## src/rtl/rdc_pkg.sv

```systemverilog
package rdc_pkg;

  typedef enum logic [2:0] {
    ST_IDLE   = 3'd0,
    ST_SAMPLE = 3'd1,
    ST_HOLD   = 3'd2,
    ST_RUN    = 3'd3,
    ST_DONE   = 3'd4,
    ST_SETTLE = 3'd5
  } rdc_state_e;

  function automatic int max3(input int a, input int b, input int c);
    int m;
    m = (a > b) ? a : b;
    return (m > c) ? m : c;
  endfunction

endpackage

```

## src/rtl/rdc_test_gate.sv

```systemverilog
module rdc_test_gate #(
  parameter int TEST_GATE_CYC = 20
) (
  input  logic clk,
  input  logic rst,
  input  logic req,
  input  logic idle,
  input  logic abort,
  output logic tg_act
);
  localparam int TW = $clog2(TEST_GATE_CYC + 1);

  logic [TW-1:0] remain;

  always_ff @(posedge clk) begin
    if (rst || abort) begin
      tg_act <= 1'b0;
      remain <= '0;
    end else if (!tg_act && req && idle) begin
      tg_act <= 1'b1;
      remain <= TW'(TEST_GATE_CYC);
    end else if (tg_act) begin
      if (remain == TW'(1)) tg_act <= 1'b0;
      remain <= remain - TW'(1);
    end
  end

endmodule

```

## src/rtl/rdc_seq.sv

```systemverilog
module rdc_seq
  import rdc_pkg::*;
#(
  parameter int HOLD_CYC   = 50,
  parameter int RUN_CYC    = 1040,
  parameter int SETTLE_CYC = 500
) (
  input  logic       clk,
  input  logic       rst,
  input  logic       gate_eff,
  input  logic       fclr,
  input  logic       clr,
  output rdc_state_e state,
  output logic       cnt_en,
  output logic       cnt_zero,
  output logic       latch,
  output logic       res_clr,
  output logic       eoc,
  output logic       res_valid,
  output logic       busy
);
  localparam int TMAX = max3(HOLD_CYC, RUN_CYC, SETTLE_CYC);
  localparam int TW   = $clog2(TMAX + 1);

  rdc_state_e    state_nxt;
  logic [TW-1:0] tmr;
  logic          hold_last, run_last, settle_last;

  assign hold_last   = (tmr == TW'(HOLD_CYC - 1));
  assign run_last    = (tmr == TW'(RUN_CYC - 1));
  assign settle_last = (tmr == TW'(SETTLE_CYC - 1));

  always_comb begin
    state_nxt = state;
    unique case (state)
      ST_IDLE:   if (gate_eff)    state_nxt = ST_SAMPLE;
      ST_SAMPLE: if (!gate_eff)   state_nxt = ST_HOLD;
      ST_HOLD:   if (hold_last)   state_nxt = ST_RUN;
      ST_RUN:    if (run_last)    state_nxt = ST_DONE;
      ST_DONE:                    state_nxt = ST_DONE;
      ST_SETTLE: if (settle_last) state_nxt = ST_IDLE;
      default:                    state_nxt = ST_IDLE;
    endcase
    if (clr && state != ST_SETTLE) state_nxt = ST_IDLE;
    if (fclr)                      state_nxt = ST_SETTLE;
  end

  assign cnt_en   = (state == ST_RUN) && !fclr && !clr;
  assign latch    = (state == ST_RUN) && run_last && !fclr && !clr;
  assign res_clr  = fclr || clr;
  assign cnt_zero = fclr || clr || (state == ST_IDLE);

  always_ff @(posedge clk) begin
    if (rst) begin
      state     <= ST_IDLE;
      tmr       <= '0;
      eoc       <= 1'b0;
      res_valid <= 1'b0;
      busy      <= 1'b0;
    end else begin
      state <= state_nxt;
      if (fclr || state_nxt != state) tmr <= '0;
      else                            tmr <= tmr + TW'(1);
      eoc <= latch;
      if (res_clr)    res_valid <= 1'b0;
      else if (latch) res_valid <= 1'b1;
      busy <= (state_nxt == ST_SAMPLE) || (state_nxt == ST_HOLD) ||
              (state_nxt == ST_RUN);
    end
  end

endmodule

```

## src/rtl/rdc_chan.sv

```systemverilog
module rdc_chan #(
  parameter int CNT_W = 10
) (
  input  logic             clk,
  input  logic             rst,
  input  logic             zero,
  input  logic             en,
  input  logic             cmp,
  input  logic             latch,
  input  logic             res_clr,
  output logic [CNT_W-1:0] res
);
  localparam logic [CNT_W-1:0] FULL = {CNT_W{1'b1}};

  logic [CNT_W-1:0] cnt, cnt_nxt;

  always_comb begin
    cnt_nxt = cnt;
    if (en && cmp && cnt != FULL) cnt_nxt = cnt + CNT_W'(1);
  end

  always_ff @(posedge clk) begin
    if (rst || zero) cnt <= '0;
    else             cnt <= cnt_nxt;
  end

  always_ff @(posedge clk) begin
    if (rst || res_clr) res <= '0;
    else if (latch)     res <= cnt_nxt;
  end

endmodule

```

## src/rtl/rundown_conv_ctrl.sv

```systemverilog
module rundown_conv_ctrl
  import rdc_pkg::*;
#(
  parameter int NCH           = 12,
  parameter int CNT_W         = 10,
  parameter int HOLD_CYC      = 50,
  parameter int RUN_CYC       = (1 << CNT_W) + 16,
  parameter int SETTLE_CYC    = 500,
  parameter int TEST_GATE_CYC = 20
) (
  input  logic                 clk,
  input  logic                 rst,
  input  logic                 gate_in,
  input  logic                 test_req,
  input  logic                 fclr_in,
  input  logic                 clr_in,
  input  logic [NCH-1:0]       cmp_in,
  output logic [NCH*CNT_W-1:0] res_flat,
  output logic                 res_valid,
  output logic                 eoc,
  output logic                 busy
);
  rdc_state_e state;
  logic tg_act, gate_eff;
  logic cnt_en, cnt_zero, latch, res_clr;

  assign gate_eff = gate_in || tg_act;

  rdc_test_gate #(.TEST_GATE_CYC(TEST_GATE_CYC)) u_tgate (
    .clk    (clk),
    .rst    (rst),
    .req    (test_req),
    .idle   (state == ST_IDLE),
    .abort  (fclr_in),
    .tg_act (tg_act)
  );

  rdc_seq #(
    .HOLD_CYC   (HOLD_CYC),
    .RUN_CYC    (RUN_CYC),
    .SETTLE_CYC (SETTLE_CYC)
  ) u_seq (
    .clk       (clk),
    .rst       (rst),
    .gate_eff  (gate_eff),
    .fclr      (fclr_in),
    .clr       (clr_in),
    .state     (state),
    .cnt_en    (cnt_en),
    .cnt_zero  (cnt_zero),
    .latch     (latch),
    .res_clr   (res_clr),
    .eoc       (eoc),
    .res_valid (res_valid),
    .busy      (busy)
  );

  for (genvar gi = 0; gi < NCH; gi++) begin : g_ch
    rdc_chan #(.CNT_W(CNT_W)) u_ch (
      .clk     (clk),
      .rst     (rst),
      .zero    (cnt_zero),
      .en      (cnt_en),
      .cmp     (cmp_in[gi]),
      .latch   (latch),
      .res_clr (res_clr),
      .res     (res_flat[gi*CNT_W +: CNT_W])
    );
  end

endmodule

```

## config.mk

```make
export PLATFORM = sky130hd
export DESIGN_NAME = rundown_conv_ctrl
export DESIGN_NICKNAME = d
export VERILOG_FILES = /design/src/rtl/rdc_pkg.sv /design/src/rtl/rdc_test_gate.sv /design/src/rtl/rdc_seq.sv /design/src/rtl/rdc_chan.sv /design/src/rtl/rundown_conv_ctrl.sv
export SDC_FILE = /design/constraint.sdc
export NUM_CORES = 1
export LEC_CHECK = 0
export BUFFER_PORTS_ARGS = -buffer_cell sky130_fd_sc_hd__buf_4
export CORE_ASPECT_RATIO = 0.75
export CORE_UTILIZATION = 55
export CTS_CLUSTER_DIAMETER = 40
export DETAILED_ROUTE_END_ITERATION = 8
export GPL_ROUTABILITY_DRIVEN = 0
export GPL_TIMING_DRIVEN = 0
export PLACE_DENSITY = 0.76
export SETUP_SLACK_MARGIN = 0.3
export SYNTH_ARGS = -nofsm -noshare
export SYNTH_HDL_FRONTEND = slang
export SYNTH_HIERARCHICAL = 1
export SYNTH_SLANG_ARGS = --single-unit
```

## constraint.sdc

```tcl
create_clock -name clk -period 4.67 [get_ports clk]
set_input_delay 0.467 -clock clk [delete_from_list [all_inputs] [get_ports clk]]
set_output_delay 0.467 -clock clk [all_outputs]
set_load 0.01 [all_outputs]
```

# After elaboration in Yosys (flattened, before gate mapping)
# Cells that the tools add are included.
# totals
elab_cells	146
output_inout_bits	123
reg_bits	263
# op_classes
n_mux	25
reduce_logical	49
add_sub_neg	14
n_eq_ne	26
# ops
cell	n
10-bit by 1-bit adder with 10-bit output (second input constant)	12
10-bit two-way mux	12
10-bit != test (second input constant)	12
1-bit logical AND	32
3-bit two-way mux	7
3-bit case mux with 6 select lines	1
3-bit by 2-bit == test with 1-bit output (second input constant)	4
11-bit by 1-bit adder with 11-bit output (second input constant)	1
11-bit == test (second input constant)	1
11-bit by 6-bit == test with 1-bit output (second input constant)	1
11-bit by 9-bit == test with 1-bit output (second input constant)	1
5-bit two-way mux	2
1-bit logical OR	9
3-bit by 1-bit == test with 1-bit output (second input constant)	2
3-bit == test (second input constant)	2
2-bit OR reduction	3
5-bit by 1-bit == test with 1-bit output (second input constant)	1
5-bit by 1-bit subtractor with 5-bit output (second input constant)	1
1-bit zero test	3
3-bit zero test	1
1-bit two-way mux	3
3-bit != test	1
3-bit != test (second input constant)	1
2-bit nonzero test	1

# Depth between registers and ports, before layout
# logic_depth
word_depth	8
depth_mapped	8
ltp_nobuf	7

# By module
# Netlist, hierarchy kept.
# by_module_without_submodules
mod	seq_area_each_um2	area_per_inst_um2	cells_each	n_inst
rdc_chan	400.4	907.1	103	12
rdc_seq	340.3	979.7	107	1
rdc_test_gate	120.1	282.8	29	1
rundown_conv_ctrl	0.0	11.3	2	1

# Worst setup path after synthesis
# Ideal clock, no wire load.
# synth_path
path_type	flip-flop to flip-flop
start	register u_seq.tmr[6]
end	register g_ch[0].u_ch.res[8]
path_stages_with_launch	8
n_path_buf	1
required_time_ps	4530
setup_slack_ps	1139
arrival_time_ps	3391
setup_time_ps	140
period_less_slack_ps	3531
path_cell_list	dfxtp_1 or3_1 or4_1 nor2_1 clkbuf_1 nand2_1 nor3_1 a311oi_1
# synth_via
elab_chain_len	4
# synth_rtl
element	line_no	source
start, declared	rdc_seq.sv:26	logic [TW-1:0] tmr;
start signal, assigned	rdc_seq.sv:63	else tmr <= tmr + TW'(1);
11-bit == test	rdc_seq.sv:30	assign run_last = (tmr == TW'(RUN_CYC - 1));
1-bit logical AND (3 in a row)	rdc_seq.sv:49	assign latch = (state == ST_RUN) && run_last && !fclr && !clr;
named net latch	rundown_conv_ctrl.sv:25	logic cnt_en, cnt_zero, latch, res_clr;
end signal, assigned	rdc_chan.sv:29	else if (latch) res <= cnt_nxt;
end, declared	rdc_chan.sv:11	output logic [CNT_W-1:0] res
# The timed path passes the listed nets, and every way through them passes these cells.
# A chain may end at the register's enable or synchronous reset.

# Worst setup path after layout
# layout_path
start	register u_seq.state[1]
end	register g_ch[11].u_ch.res[2]
# layout_rtl
element	line_no	source
start, declared	rdc_seq.sv:13	output rdc_state_e state,
start signal, assigned	rdc_seq.sv:61	state <= state_nxt;
3-bit by 2-bit == test with 1-bit output	rdc_seq.sv:49	
1-bit logical AND (3 in a row)	rdc_seq.sv:49	
named net latch	rundown_conv_ctrl.sv:25	
end signal, assigned	rdc_chan.sv:29	
end, declared	rdc_chan.sv:11	
# The timed path passes the listed nets, and every way through them passes these cells.

==> results.json <==
{
  "status": "finished, final reports clean",
  "grt_pass1_vias": 9919,
  "synth_fp_nets": 1408,
  "yosys.cell_types.count": 63,
  "r2r_end": "g_ch[11].u_ch/res[2]$_SDFFE_PP0P_",
  "pin_count": 141,
  "antenna_cells": 0,
  "dieArea_mm2": 0.02271,
  "worst_path_most_repeated_cell": "sky130_fd_sc_hd__clkbuf_1",
  "synthesis.area_per_instance_um2": 8.849,
  "routed-via-count": 11120,
  "setup.worst_path.start_class": "flop",
  "cell_at_the_root_of_the_clock_tree": "sky130_fd_sc_hd__clkbuf_16",
  "hold_class": "in -> reg",
  "synth_top_area_share": 0.4330,
  "synthCells": 1374,
  "initial_core_utilization": 0.5679,
  "port_buffers": 140,
  "core_area_mm2": 0.02141,
  "cts_max_path_buffers": 3,
  "synth_largest_area_cell": "sky130_fd_sc_hd__dfxtp_1",
  "h-tree-depth": 2,
  "synthMostInstantiatedCell": "sky130_fd_sc_hd__dfxtp_1",
  "cts_buffers": 37,
  "global_route_wire_length_before_repair_um": 48670,
  "cp.arrival_ns": 3.54,
  "hold_start": "fclr_in",
  "drt_pass1_iterations": 6,
  "max-slew-margin-rel": 0.1892,
  "critical-path-slowest-cell": "sky130_fd_sc_hd__or4_1",
  "nets": 1590,
  "cts.reportedPaths.clkPinSlew_ns": 0.05,
  "route.detailed.drc": 0,
  "number_of_enable_type_register_cells_in_the_synthesized_netlist": 0,
  "switching_power_mw": 1.094,
  "fp.dieW_um": 173.7,
  "cap_violations": 0,
  "layout_worst_path_cycle_share": 0.6722,
  "dpl_worst_slack_ns": 1.364,
  "max_fo_critical_path": 34,
  "fin_ws_ns": 1.531,
  "via_per_inst": 5.942,
  "die_h_um": 130.8,
  "hold_violations": 0,
  "power_frac_seq": 0.444,
  "r2r-start": "u_seq/state[1]$_SDFF_PP0_",
  "synth.yosys.seq_area_share": 0.4330,
  "layout.filler_cells": 1749,
  "drt-initial-drc-count": 944,
  "tightest_slew_ns": 1.216,
  "fmaxAchievable_ghz": 0.3185,
  "clkPwrFrac": 0.538,
  "power_leakage_nw": 5.267,
  "number_of_gates_given_a_new_drive_strength_after_cts": 0,
  "postRouteWirelength_um": 30100,
  "grt_remaining_overflow": 0,
  "clkLatencyLatePin_ns": 0.51,
  "yosysWarningCount": 6,
  "cp_cell_sequence": "clkbuf_1, nand3b_1, or4_1, nor2_4, buf_12, buf_16, clkbuf_1, o21ai_0, o211a_1",
  "critPathCaptureType": "flop",
  "antenna_found_initial": 0,
  "unrepaired_setup_endpoints_after_global_routing": "no",
  "post_route_cells_drive_above_1_share": 0.1895,
  "grt_usage": 0.2564,
  "timing.reg2reg.worst_path_depth": 9,
  "ant_nets": 0,
  "timing.final.setup_violations": 0,
  "commonest_cells_post_synth": "sky130_fd_sc_hd__dfxtp_1, sky130_fd_sc_hd__nor2_1, sky130_fd_sc_hd__o21ai_0",
  "clock_sink_count": 263,
  "syn2layout_area_growth_pct": 22.41,
  "final_core_utilization": 0.6952,
  "critical_path_required_ns": 5.07,
  "path_class": "reg -> reg",
  "hold-path-endpoint": "u_seq/state[2]$_SDFF_PP0_",
  "tritoncts": "built",
  "synth-seq-cells": 263,
  "hold-path-cell-count": 3,
  "synth_area_mm2": 0.01216,
  "grt_start_max_net_pins": 35,
  "peakVddDrop_v": 0.0002831,
  "ys.flop_type": "sky130_fd_sc_hd__dfxtp_1",
  "timing_max_transition_violations_final": 0,
  "final.min_clock_period_ns": 3.139,
  "power_density_mw_per_mm2": 341.0,
  "internal_power_mw": 3.981,
  "skew_ns": 0.01283,
  "rrSetupSlack_ns": 1.53,
  "wl_per_cell_um": 16.09,
  "combPwrFrac": 0.018,
  "number_of_core_rows": 46,
  "ys_async_sr_fraction": 0,
  "post_cts_setup_inserts": 0,
  "dp_hpwl_um": 20360,
  "p_sw_frac": 0.2155,
  "timing.critical_path.slowest_cell_delay_ns": 0.71,
  "cts_hold_buf": 0,
  "synth_area_leaders": "sky130_fd_sc_hd__dfxtp_1, sky130_fd_sc_hd__o21ai_0, sky130_fd_sc_hd__nor2_1"
}
[worst max-delay path: cells and delay by family, from the launching register on]
family / cells / cell delay, ns
buffers and inverters: 4 / 1.15
AND/OR/NAND/NOR: 3 / 1.14
AO/OA/AOI/OAI: 2 / 0.38
flip-flops: 1 / 0.32
[state kept, by name (all words and copies together), names as in the netlist]
register         cells
u_seq/res_valid      1
g_ch.u_ch/cnt      120
u_seq/eoc            1
u_seq/tmr           11
u_seq/busy           1
u_tgate/tg_act       1
u_tgate/remain       5
g_ch.u_ch/res      120
u_seq/state          3
[final cells by class]
| cell class | instances | area, um^2 | area share |
|---|---|---|---|
| Timing Repair Buffer | 143 | 1119 | 0.07515 |
| Clock buffer | 49 | 1084 | 0.07280 |
| Buffer | 53 | 229.0 | 0.01538 |
| Inverter | 33 | 123.9 | 0.008322 |
| Tap cell | 288 | 360.3 | 0.02421 |
| Sequential cell | 263 | 5265 | 0.3537 |
| Multi-Input combinational cell | 1025 | 6556 | 0.4405 |
| Clock inverter | 17 | 147.6 | 0.009919 |
[routing by layer]
layer / wire length (um) / track usage / part of all wire / vias to the layer above
li1: - / - / - / 5502
met1: 14510 / 0.3672 / 0.48 / 5185
met2: 12910 / 0.3907 / 0.43 / 386
met3: 2135 / 0.05295 / 0.071 / 45
met4: 540 / 0.07430 / 0.018 / 0
met5: 0 / 0 / 0 / -
[power by group through the flow]
stage	sequential, mW	clock (mW)	combinational, mW
global route	2.25	2.89	0.100
floorplan	2.30	0	0.0489
CTS	2.25	2.78	0.0911
detailed placement	2.30	0	0.0907
finish	2.26	2.73	0.0915
global placement	2.30	0	0.0884
[how the worst max path moves through the flow]
stage          slack (ns)                                end  cells after the start                      start
4_1_cts              1.57  g_ch[10].u_ch/res[8]$_SDFFE_PP0P_                      9  u_seq/state[1]$_SDFF_PP0_
3_3_place_gp        -1.37   g_ch[5].u_ch/res[8]$_SDFFE_PP0P_                      7                    fclr_in
3_5_place_dp         1.36   g_ch[8].u_ch/res[7]$_SDFFE_PP0P_                      9                    fclr_in
5_1_grt              1.27  g_ch[10].u_ch/res[8]$_SDFFE_PP0P_                      9  u_seq/state[1]$_SDFF_PP0_
2_1_floorplan        1.14   g_ch[0].u_ch/res[8]$_SDFFE_PP0P_                      7    u_seq/tmr[6]$_SDFF_PP0_
6_report             1.53  g_ch[11].u_ch/res[2]$_SDFFE_PP0P_                      9  u_seq/state[1]$_SDFF_PP0_
[placed cells by master (no fill, tap or decap), types with 13 or more instances in the layout]
cell type and count:
sky130_fd_sc_hd__dfxtp_1 263, sky130_fd_sc_hd__buf_4 140, sky130_fd_sc_hd__nor2_1 115, sky130_fd_sc_hd__o21ai_0 108, sky130_fd_sc_hd__nand2_1 78, sky130_fd_sc_hd__a21oi_1 78, sky130_fd_sc_hd__nor3_1 51, sky130_fd_sc_hd__a31oi_1 50
sky130_fd_sc_hd__nand4_1 48, sky130_fd_sc_hd__xnor2_1 43, sky130_fd_sc_hd__clkbuf_1 42, sky130_fd_sc_hd__nand3_1 40, sky130_fd_sc_hd__clkbuf_16 39, sky130_fd_sc_hd__inv_1 33, sky130_fd_sc_hd__and3_1 26, sky130_fd_sc_hd__nand2b_1 26
sky130_fd_sc_hd__and4_1 24, sky130_fd_sc_hd__mux2i_1 24, sky130_fd_sc_hd__xor2_1 17, sky130_fd_sc_hd__o31ai_1 16, sky130_fd_sc_hd__ha_1 16, sky130_fd_sc_hd__and2_1 14, sky130_fd_sc_hd__nand3b_1 14, sky130_fd_sc_hd__a211oi_1 14
sky130_fd_sc_hd__nor4_1 14, sky130_fd_sc_hd__nand2_2 13, sky130_fd_sc_hd__or2_2 13, sky130_fd_sc_hd__or3_1 13
[metrics by stage]
stage / area, um^2 / TNS (ns) / cells / power (mW) / hold WS [ns]
6_report: 14880 / 0 / 1871 / 5.075 / 0.3263
3_3_place_gp: 13570 / -186.96 / 1802 / 2.391 / 0.4545
4_1_cts: 14880 / 0 / 1871 / 5.127 / 0.3047
5_1_grt: 14880 / 0 / 1871 / 5.239 / 0.3539
3_5_place_dp: 13650 / 0 / 1805 / 2.393 / 0.4570
2_1_floorplan: 12160 / 0 / 1374 / 2.350 / 0.4503
[cell families after synthesis]
group | count (synthesis) | synth area share
AO/OA/AOI/OAI | 386 | 0.2082
XOR/XNOR | 60 | 0.04322
adder cells (fa/ha/maj) | 16 | 0.01646
buffers and inverters | 86 | 0.02902
flip-flops | 263 | 0.4330
multiplexers | 24 | 0.01976
AND/OR/NAND/NOR | 539 | 0.2504
Note: power is estimated with default switching activity, not from simulation.
